`src/rtl/sfp_pkg.sv`:
```
package sfp_pkg;

  localparam int BYTE_W = 8;

  localparam logic [BYTE_W-1:0] SYNC_HEAD = 8'hBF;
  localparam logic [BYTE_W-1:0] SYNC_FILL = 8'hFF;
  localparam logic [BYTE_W-1:0] SYNC_TAIL = 8'hFE;
  localparam logic [BYTE_W-1:0] LEAD_HDR  = 8'hAB;
  localparam logic [BYTE_W-1:0] LEAD_DAT  = 8'hED;
  localparam logic [BYTE_W-1:0] TRAIL_HDR = 8'hDD;
  localparam logic [BYTE_W-1:0] TRAIL_D1  = 8'hF5;
  localparam logic [BYTE_W-1:0] TRAIL_D2  = 8'hDD;

  typedef enum logic [2:0] {
    ST_IDLE, ST_HUNT, ST_SYNC, ST_HDR, ST_HDR_TRAIL,
    ST_WAIT_DSYNC, ST_DATA, ST_DATA_TRAIL
  } parseState_t;

  typedef struct packed {
    logic restart;
    logic posClr;
    logic posInc;
    logic hdrShift;
    logic winClr;
    logic winInc;
    logic markErr;
    logic idErr;
    logic hdrHit;
    logic secDone;
  } strobe_t;

endpackage

```
`src/rtl/sfp_datapath.sv`:
```
module sfp_datapath
  import sfp_pkg::*;
#(
  parameter int CODE_W = 16,
  parameter int POS_W  = 9,
  parameter int WIN_W  = 6
) (
  input  logic              clk,
  input  logic              rst_n,
  input  strobe_t           strb,
  input  logic [BYTE_W-1:0] byteIn,
  input  logic [CODE_W-1:0] reqTrackCode,
  input  logic [CODE_W-1:0] reqSectorCode,
  output logic [POS_W-1:0]  posCnt,
  output logic [WIN_W-1:0]  winCnt,
  output logic              idMatch,
  output logic              hdrFound,
  output logic              dataDone,
  output logic              markerErr,
  output logic              idMismatch
);

  localparam int ID_W = 2 * CODE_W;

  logic [CODE_W-1:0] wantTrack, wantSector;
  logic [ID_W-1:0]   hdrReg;

  always_ff @(posedge clk or negedge rst_n) begin
    if (!rst_n) begin
      wantTrack  <= '0;
      wantSector <= '0;
      hdrReg     <= '0;
      posCnt     <= '0;
      winCnt     <= '0;
      hdrFound   <= 1'b0;
      dataDone   <= 1'b0;
      markerErr  <= 1'b0;
      idMismatch <= 1'b0;
    end else begin
      if (strb.restart) begin
        wantTrack  <= reqTrackCode;
        wantSector <= reqSectorCode;
      end
      if (strb.posClr)      posCnt <= '0;
      else if (strb.posInc) posCnt <= posCnt + 1'b1;
      if (strb.winClr)      winCnt <= '0;
      else if (strb.winInc) winCnt <= winCnt + 1'b1;
      if (strb.hdrShift) hdrReg <= {hdrReg[ID_W-BYTE_W-1:0], byteIn};
      if (strb.restart) begin
        markerErr  <= 1'b0;
        idMismatch <= 1'b0;
      end else begin
        if (strb.markErr) markerErr  <= 1'b1;
        if (strb.idErr)   idMismatch <= 1'b1;
      end
      hdrFound <= strb.hdrHit;
      dataDone <= strb.secDone;
    end
  end

  assign idMatch = (hdrReg == {wantTrack, wantSector});

endmodule

```
`src/rtl/sfp_ctrl.sv`:
```
module sfp_ctrl
  import sfp_pkg::*;
#(
  parameter int DATA_LEN  = 416,
  parameter int SYNC_FF_N = 5,
  parameter int WIN_LEN   = 64,
  parameter int HDR_BYTES = 4,
  parameter int POS_W     = 9,
  parameter int WIN_W     = 6
) (
  input  logic              clk,
  input  logic              rst_n,
  input  logic              start,
  input  logic              byteValid,
  input  logic [BYTE_W-1:0] byteIn,
  input  logic [POS_W-1:0]  posCnt,
  input  logic [WIN_W-1:0]  winCnt,
  input  logic              idMatch,
  output strobe_t           strb,
  output parseState_t       state
);

  localparam logic [POS_W-1:0] FF_LAST   = POS_W'(SYNC_FF_N);
  localparam logic [POS_W-1:0] DATA_LAST = POS_W'(DATA_LEN - 1);
  localparam logic [POS_W-1:0] HDR_LAST  = POS_W'(HDR_BYTES - 1);
  localparam logic [WIN_W-1:0] WIN_LAST  = WIN_W'(WIN_LEN - 1);

  parseState_t stateNext;
  logic armed, armedNext;
  parseState_t huntState;

  assign huntState = armed ? ST_WAIT_DSYNC : ST_HUNT;

  always_comb begin
    stateNext = state;
    armedNext = armed;
    strb      = '0;
    if (start) begin
      strb.restart = 1'b1;
      strb.posClr  = 1'b1;
      strb.winClr  = 1'b1;
      stateNext    = ST_HUNT;
      armedNext    = 1'b0;
    end else if (byteValid) begin
      unique case (state)
        ST_IDLE: ;
        ST_HUNT, ST_WAIT_DSYNC: begin
          if (byteIn == SYNC_HEAD) begin
            stateNext   = ST_SYNC;
            strb.posClr = 1'b1;
          end
        end
        ST_SYNC: begin
          if (posCnt <= FF_LAST) begin
            if (byteIn == ((posCnt == FF_LAST) ? SYNC_TAIL : SYNC_FILL))
              strb.posInc = 1'b1;
            else if (byteIn == SYNC_HEAD)
              strb.posClr = 1'b1;
            else
              stateNext = huntState;
          end else begin
            strb.posClr = 1'b1;
            if (byteIn == LEAD_HDR) begin
              stateNext = ST_HDR;
              armedNext = 1'b0;
            end else if (byteIn == LEAD_DAT) begin
              stateNext = armed ? ST_DATA : ST_HUNT;
              armedNext = 1'b0;
            end else begin
              strb.markErr = 1'b1;
              stateNext    = ST_HUNT;
              armedNext    = 1'b0;
            end
          end
        end
        ST_HDR: begin
          strb.hdrShift = 1'b1;
          if (posCnt == HDR_LAST) begin
            strb.posClr = 1'b1;
            stateNext   = ST_HDR_TRAIL;
          end else begin
            strb.posInc = 1'b1;
          end
        end
        ST_HDR_TRAIL: begin
          if (byteIn != TRAIL_HDR) begin
            strb.markErr = 1'b1;
            stateNext    = ST_HUNT;
          end else if (idMatch) begin
            strb.hdrHit = 1'b1;
            strb.winClr = 1'b1;
            stateNext   = ST_WAIT_DSYNC;
            armedNext   = 1'b1;
          end else begin
            strb.idErr = 1'b1;
            stateNext  = ST_HUNT;
          end
        end
        ST_DATA: begin
          if (posCnt == DATA_LAST) begin
            strb.posClr = 1'b1;
            stateNext   = ST_DATA_TRAIL;
          end else begin
            strb.posInc = 1'b1;
          end
        end
        ST_DATA_TRAIL: begin
          if (posCnt == '0) begin
            if (byteIn == TRAIL_D1) strb.posInc = 1'b1;
            else begin
              strb.markErr = 1'b1;
              stateNext    = ST_HUNT;
            end
          end else if (byteIn == TRAIL_D2) begin
            strb.secDone = 1'b1;
            stateNext    = ST_IDLE;
          end else begin
            strb.markErr = 1'b1;
            stateNext    = ST_HUNT;
          end
        end
      endcase
      // data-lead window after a matching header
      if (armed && (state == ST_WAIT_DSYNC || state == ST_SYNC) &&
          stateNext != ST_DATA && stateNext != ST_HDR) begin
        if (winCnt == WIN_LAST) begin
          stateNext = ST_HUNT;
          armedNext = 1'b0;
        end else begin
          strb.winInc = 1'b1;
        end
      end
    end
  end

  always_ff @(posedge clk or negedge rst_n) begin
    if (!rst_n) begin
      state <= ST_IDLE;
      armed <= 1'b0;
    end else begin
      state <= stateNext;
      armed <= armedNext;
    end
  end

endmodule

```
`src/rtl/sector_frame_parser.sv`:
```
module sector_frame_parser
  import sfp_pkg::*;
#(
  parameter int CODE_W    = 16,
  parameter int DATA_LEN  = 416,
  parameter int SYNC_FF_N = 5,
  parameter int WIN_LEN   = 64,
  parameter int COUNT_W   = $clog2(DATA_LEN)
) (
  input  logic               clk,
  input  logic               rst_n,
  input  logic               start,
  input  logic [CODE_W-1:0]  reqTrackCode,
  input  logic [CODE_W-1:0]  reqSectorCode,
  input  logic               byteValid,
  input  logic [BYTE_W-1:0]  byteIn,
  output logic               hdrFound,
  output logic               dataGate,
  output logic [COUNT_W-1:0] byteCount,
  output logic               dataDone,
  output logic               markerErr,
  output logic               idMismatch
);

  localparam int HDR_BYTES = 2 * CODE_W / BYTE_W;
  localparam int WIN_W     = $clog2(WIN_LEN);

  strobe_t            strb;
  parseState_t        state;
  logic [COUNT_W-1:0] posCnt;
  logic [WIN_W-1:0]   winCnt;
  logic               idMatch;

  sfp_ctrl #(
    .DATA_LEN(DATA_LEN), .SYNC_FF_N(SYNC_FF_N), .WIN_LEN(WIN_LEN),
    .HDR_BYTES(HDR_BYTES), .POS_W(COUNT_W), .WIN_W(WIN_W)
  ) u_ctrl (
    .clk(clk), .rst_n(rst_n), .start(start), .byteValid(byteValid),
    .byteIn(byteIn), .posCnt(posCnt), .winCnt(winCnt), .idMatch(idMatch),
    .strb(strb), .state(state)
  );

  sfp_datapath #(
    .CODE_W(CODE_W), .POS_W(COUNT_W), .WIN_W(WIN_W)
  ) u_dp (
    .clk(clk), .rst_n(rst_n), .strb(strb), .byteIn(byteIn),
    .reqTrackCode(reqTrackCode), .reqSectorCode(reqSectorCode),
    .posCnt(posCnt), .winCnt(winCnt), .idMatch(idMatch),
    .hdrFound(hdrFound), .dataDone(dataDone),
    .markerErr(markerErr), .idMismatch(idMismatch)
  );

  assign dataGate  = (state == ST_DATA);
  assign byteCount = dataGate ? posCnt : '0;

endmodule

```
`config.mk`:
```
export PLATFORM = sky130hd
export DESIGN_NAME = sector_frame_parser
export DESIGN_NICKNAME = d
export VERILOG_FILES = /design/src/rtl/sfp_pkg.sv /design/src/rtl/sfp_datapath.sv /design/src/rtl/sfp_ctrl.sv /design/src/rtl/sector_frame_parser.sv
export SDC_FILE = /design/constraint.sdc
export NUM_CORES = 1
export LEC_CHECK = 0
export ABC_CLOCK_PERIOD_IN_PS = 6100
export BUFFER_PORTS_ARGS = -buffer_cell sky130_fd_sc_hd__buf_2
export CORE_ASPECT_RATIO = 0.9
export CORE_UTILIZATION = 34
export DETAILED_ROUTE_END_ITERATION = 16
export PLACE_DENSITY_LB_ADDON = 0.25
export RECOVER_POWER = 100
export SETUP_SLACK_MARGIN = 0.1
export SLEW_MARGIN = 20
export SYNTH_ARGS = -nofsm -noshare
export SYNTH_HDL_FRONTEND = slang
export SYNTH_SLANG_ARGS = --single-unit
```
`constraint.sdc`:
```
create_clock -name clk -period 6.1 [get_ports clk]
set_input_delay 0.305 -clock clk [delete_from_list [all_inputs] [get_ports clk]]
set_output_delay 0.305 -clock clk [all_outputs]
set_load 0.02 [all_outputs]
```
Word level (Yosys, flattened, before mapping)
Index checks and enable logic that the tools add are counted.
{ "totals": {"regBits": 87, "inputBits": 44, "out_inout_bits": 14, "wordCells": 125} }
{ "classes": {"addsub": 2, "magnitude_cmp": 1, "n_eq_ne": 21, "n_mux": 79, "reduce_logical": 11} }
{ "op_table": {"columns": ["operator", "count"], "rows": [
  ["2-to-1 mux 3 bit", 20],
  ["2-to-1 mux 1 bit", 44],
  ["equality test 8 bit (second input constant)", 5],
  ["2-to-1 mux 9 bit", 4],
  ["equality test 32 bit", 1],
  ["case mux 3 bit (6 select lines)", 1],
  ["equality test 3 bit (second input constant)", 4],
  ["2-to-1 mux 6 bit", 2],
  ["nonzero test 2 bit", 5],
  ["adder 9 x 1 -> 9 bit (second input constant)", 1],
  ["equality test 9 x 2 -> 1 bit (second input constant)", 1],
  ["equality test 9 x 3 -> 1 bit (second input constant)", 1],
  ["equality test 9 bit (second input constant)", 1],
  ["<= comparator 9 x 3 -> 1 bit (second input constant)", 1],
  ["logical NOT 9 bit", 1],
  ["equality test 8 bit", 1],
  ["inequality test 8 bit (second input constant)", 1],
  ["case mux 1 bit (4 select lines)", 2],
  ["adder 6 x 1 -> 6 bit (second input constant)", 1],
  ["equality test 3 x 2 -> 1 bit (second input constant)", 2],
  ["equality test 6 bit (second input constant)", 1],
  ["2-to-1 mux 2 bit", 3],
  ["2-to-1 mux 5 bit", 1],
  ["equality test 3 x 1 -> 1 bit (second input constant)", 1],
  ["7 further kinds", 9]
]} }

Logic depth before layout (Yosys ltp)
{ "logic_depth": {"word_depth": 16, "depth_mapped": 11, "ltp_nobuf": 10} }

By module
Synthesis repeated with hierarchy kept, for this count alone.
{ "unflattened": {"cells_unflattened": 399, "hier_area_um2": 4529.3} }
{ "by_module_without_submodules": {"columns": ["mod", "n_inst", "cells_each", "area_each_um2", "seq_area_each_um2"], "rows": [
  ["sfp_datapath", 1, 255, 3539.6, 2077.0],
  ["sfp_ctrl", 1, 134, 890.9, 100.1],
  ["sector_frame_parser", 1, 10, 98.8, 0.0]
]} }

Worst setup path before layout
No wires, ideal clock.
{ "synth_timing": {"kind": "register to register", "startpoint": "reg u_dp.posCnt[1]", "endpoint": "reg u_dp.winCnt[3]", "setup_time_ns": 0.077, "arrival_time_ns": 2.416, "required_ns": 6.023, "setup_slack_ns": 3.607, "stages_incl_launch_ff": 11, "path_buffers": 1, "synth_period_minus_slack_ns": 2.493, "cell_sequence": "dfrtp_1 inv_1 ha_1 o311a_2 and3_1 o311ai_4 nor4_1 nand3b_1 buf_6 or3_1 a21oi_1"} }
{ "synth_between": {"elab_chain_cells": 15, "elab_cells_between_ends": 23, "cone_classes": "order compare (1); eq/ne (6); mux (12); reduce/logical (4)"} }
{ "synth_rtl": {"columns": ["item", "line", "rtl"], "rows": [
  ["start: declaration", "sfp_datapath.sv:14", "output logic [POS_W-1:0] posCnt,"],
  ["start signal: assignment", "sfp_datapath.sv:45", "else if (strb.posInc) posCnt <= posCnt + 1'b1;"],
  ["equality test 9 x 3 -> 1 bit", "sfp_ctrl.sv:55", "if (byteIn == ((posCnt == FF_LAST) ? SYNC_TAIL : SYNC_FILL))"],
  ["2-to-1 mux 1 bit", "sfp_ctrl.sv:55", null],
  ["equality test 8 bit", "sfp_ctrl.sv:55", null],
  ["2-to-1 mux 3 bit", "sfp_ctrl.sv:55", null],
  ["2-to-1 mux 3 bit", "sfp_ctrl.sv:54", "if (posCnt <= FF_LAST) begin"],
  ["case mux 3 bit (6 select lines) *", "sfp_ctrl.sv:45", "unique case (state)"],
  ["2-to-1 mux 3 bit *", "sfp_ctrl.sv:44", "end else if (byteValid) begin"],
  ["2-to-1 mux 3 bit *", "sfp_ctrl.sv:38", "if (start) begin"],
  ["inequality test 3 bit", "sfp_ctrl.sv:125", "stateNext != ST_DATA && stateNext != ST_HDR) begin"],
  ["logical AND 1 bit", "sfp_ctrl.sv:124", "if (armed && (state == ST_WAIT_DSYNC || state == ST_SYNC) &&"],
  ["logical AND 1 bit *", "sfp_ctrl.sv:125", null],
  ["2-to-1 mux 1 bit *", "sfp_ctrl.sv:124", null],
  ["2-to-1 mux 9 bit *", "sfp_ctrl.sv:44", null],
  ["2-to-1 mux 5 bit *", "sfp_ctrl.sv:38", null],
  ["nonzero test 2 bit (no source line) *", null, null],
  ["end signal: assignment", "sfp_datapath.sv:47", "else if (strb.winInc) winCnt <= winCnt + 1'b1;"],
  ["end: declaration", "sfp_datapath.sv:15", "output logic [WIN_W-1:0] winCnt,"]
]} }
Mark *: on every way between the ends. The rest lies on a longest branch, timed or not. The select of a mux whose other input is x is not followed.
A chain may end at the register's enable or synchronous reset.

Final worst setup path
{ "layout_timing": {"startpoint": "reg u_dp.posCnt[3]", "endpoint": "reg u_dp.winCnt[5]"} }
Same word-level chain as after synthesis.

==> metrics <==
first-pass GRT wire length 17,590 µm; layout cells sized above 1 29.57%; GRT overflow 0; clock transition at the registers of the reported paths 60 ps; row cnt 39; die outline width 124.3 µm; Period Utilization, post-route 59.24%; vias 3,283; DRT iter0 DRCs 222; clock sink count 87; number of nets in the layout 503; number of global-route vias before repair 3,230; synth top area cells dfrtp_1, mux2_2, xnor2_1; YS warnings 0; cell taking the most area after synthesis dfrtp_1; setup TNS 0 ps; CTS buffer count 9; H-tree lvl count 3; Setup Skew 8.967 ps; post-CTS resize count 0; Slew headroom -62.28%; hpwl dp 7513 µm; max-cap violation count 3; GP Congestion 0.8829; final setup violation count 0; post-route cell area 5228 µm²; post-synthesis register bit count 87; Synth Flop Type dfrtp_1; most common cell after layout, fill and taps aside dfrtp_1; Final Hold Viols 0; worst-path fanout max 11; Post-DRT Antenna Nets 0; synthesized instance count 402; most frequent cells in the layout dfrtp_1, mux2_2, buf_2, xnor2_1, nand4_1; status finished, violations left; Ports 58; crit-path cells nor4_1 > o311a_2 > a31oi_1 > a211oi_1 > nor4_1 > nand3b_1 > or3_1 > a21oi_1; Placed Cells incl. Taps 607; unrepaired setup endpoints after global routing false; worst skew pair latency 340 ps; ant diodes 0; Most common cell on crit path nor4_1; Global Route Usage Sum 16.06%; Clock Path Buffers 2; Worst path slowest cell nor4_1; worst path arrival time 3880 ps; CTS tree built; initial antenna violation count 0; Fmax achieved 0.2767 GHz; register area share after synthesis 47.54%; crit end category flop; PD cells 241.1 nW/µm²; Die Span Y 112.1 µm; Final Instance Count excl. Fillers 624; Starting Density 35.41%; routed vias/inst 5.261; Critical Path Max Stage Delay 980 ps; die area 13,940 µm²; Hold Slack 190.5 ps; total power 1.261 mW; Syn Area/Cell 11.39 µm²; critical path required time 6360 ps; Synth cell types 59; Setup Crit Path Kind flop to flop; WL/cell 16.56 µm; largest net degree at the start of global routing 58; synthesized area 4579 µm²; Synth-to-Final Area Change 14.15%; area share of the largest cell type after synthesis 47.54%; Peak VDD IR 0.1438 mV; Pleak 2.166 nW; max-slew violations 111; worst min-delay path class primary input to flop; Core Box Area 12,930 µm²; syn_nets 450; DRT Wirelength 10,330 µm; I/O Buffers 57; Post-synth EDFFs 0; residual DRC count 0; min cycle time layout 3614 ps; asr flop ratio synth 100.0%; Setup crit start kind flop; worst slew pin tran 2434 ps; Root Driver clkbuf_16; Layout fillers 1,238; first drt pass iteration count 4; failing checks max-capacitance violations, max-slew violations; Placed Instance Area 4967 µm²
## synthesized netlist by cell type (2+ instances only)
cell type  number
nand3_1        14
buf_6           3
xor2_1          4
a31oi_1         4
clkbuf_4        2
xnor2_1        39
or3b_2          2
nand4_1        20
dfrtp_1        87
nor3_1          9
clkbuf_1        6
nand2_1        19
nor2_1         18
nand3b_1        3
a21oi_1        15
buf_1           3
ha_1            4
o21ai_0         9
or3_1           5
nor2b_1         2
nor4_1          6
o211ai_1        3
and2_1          4
and4_1          3
nand2b_1        4
mux2_2         64
clkbuf_8        2
and3_1          4
inv_1           7
a31o_2          2
nor3b_1         5
and3b_1         3
## cell families after synthesis
kind of cell	after synthesis	share of synthesized area, %
multiplexers	64	15.74
XOR/XNOR	43	8.224
AND/OR/NAND/NOR	129	16.42
adder cells (fa/ha/maj)	4	1.093
buffers and inverters	26	3.333
AO/OA/AOI/OAI	49	7.651
flip-flops	87	47.54
## per-stage QoR
step           util (%)  worst slack (ps)
2_1_floorplan         -              3607
3_3_place_gp      38.41              3170
4_1_cts           40.77              3014
5_1_grt           40.43              2198
6_report          40.43              2486
3_5_place_dp      38.41              3091
## path summary, 6_finish.rpt
| check | startpoint | end | slack [ps] | cells after the start |
|---|---|---|---|---|
| worst max-delay path | u_dp.posCnt[3] | u_dp.winCnt[5] | 2490 | 8 |
| worst min-delay path | reqTrackCode[5] | u_dp.wantTrack[5] | 190 | 2 |
| worst max register to register | u_dp.posCnt[3] | u_dp.winCnt[5] | 2490 | 8 |
| worst min register to register | u_dp.idMismatch | u_dp.idMismatch | 530 | 2 |
| max in group asynchronous | rst_n | u_dp.wantSector[13] | 3620 | 3 |
| min in group asynchronous | rst_n | u_dp.posCnt[3] | 940 | 2 |
## power by group
part           total, mW  switching, mW  internal [mW]
combinational      0.101         0.0477         0.0531
clock              0.538          0.226          0.312
sequential         0.622         0.0205          0.601
total               1.26          0.294          0.966
## layer usage
metal / share of wire [%] / global-route usage [%] / vias up
met2: 42 / 22.39 / 62
met5: 0 / 0 / -
met3: 4.1 / 4.242 / 8
met4: 1.0 / 4.177 / 0
li1: - / - / 1570
met1: 52 / 24.28 / 1643
## worst max-delay path: cells and delay by family (launching register included)
family | cells | cell delay (ps)
AO/OA/AOI/OAI | 4 | 1150
flip-flops | 1 | 460
AND/OR/NAND/NOR | 4 | 1910
## flip-flops by register name, summed over array words and instances (netlist names)
register	cells
u_ctrl.state	3
u_dp.wantTrack	16
u_dp.posCnt	9
u_dp.hdrReg	32
u_ctrl.armed	1
u_dp.idMismatch	1
u_dp.winCnt	6
u_dp.hdrFound	1
u_dp.markerErr	1
u_dp.wantSector	16
u_dp.dataDone	1
## cell type report
type	count	area (µm²)	area share (%)
well taps	164	205.2	3.925
inverters	8	30.03	0.5744
multi-input cells	289	2232	42.70
clock inverters	3	25.02	0.4787
repair buffers	60	287.8	5.505
flip-flops and latches	87	2177	41.65
clock buffers	13	270.3	5.170
## repair_timing
item,CTS,global route
buffers inserted,0,0
hold buffers,1,0
hold endpoints to repair,30,0
(Power assumes the default switching activity.)
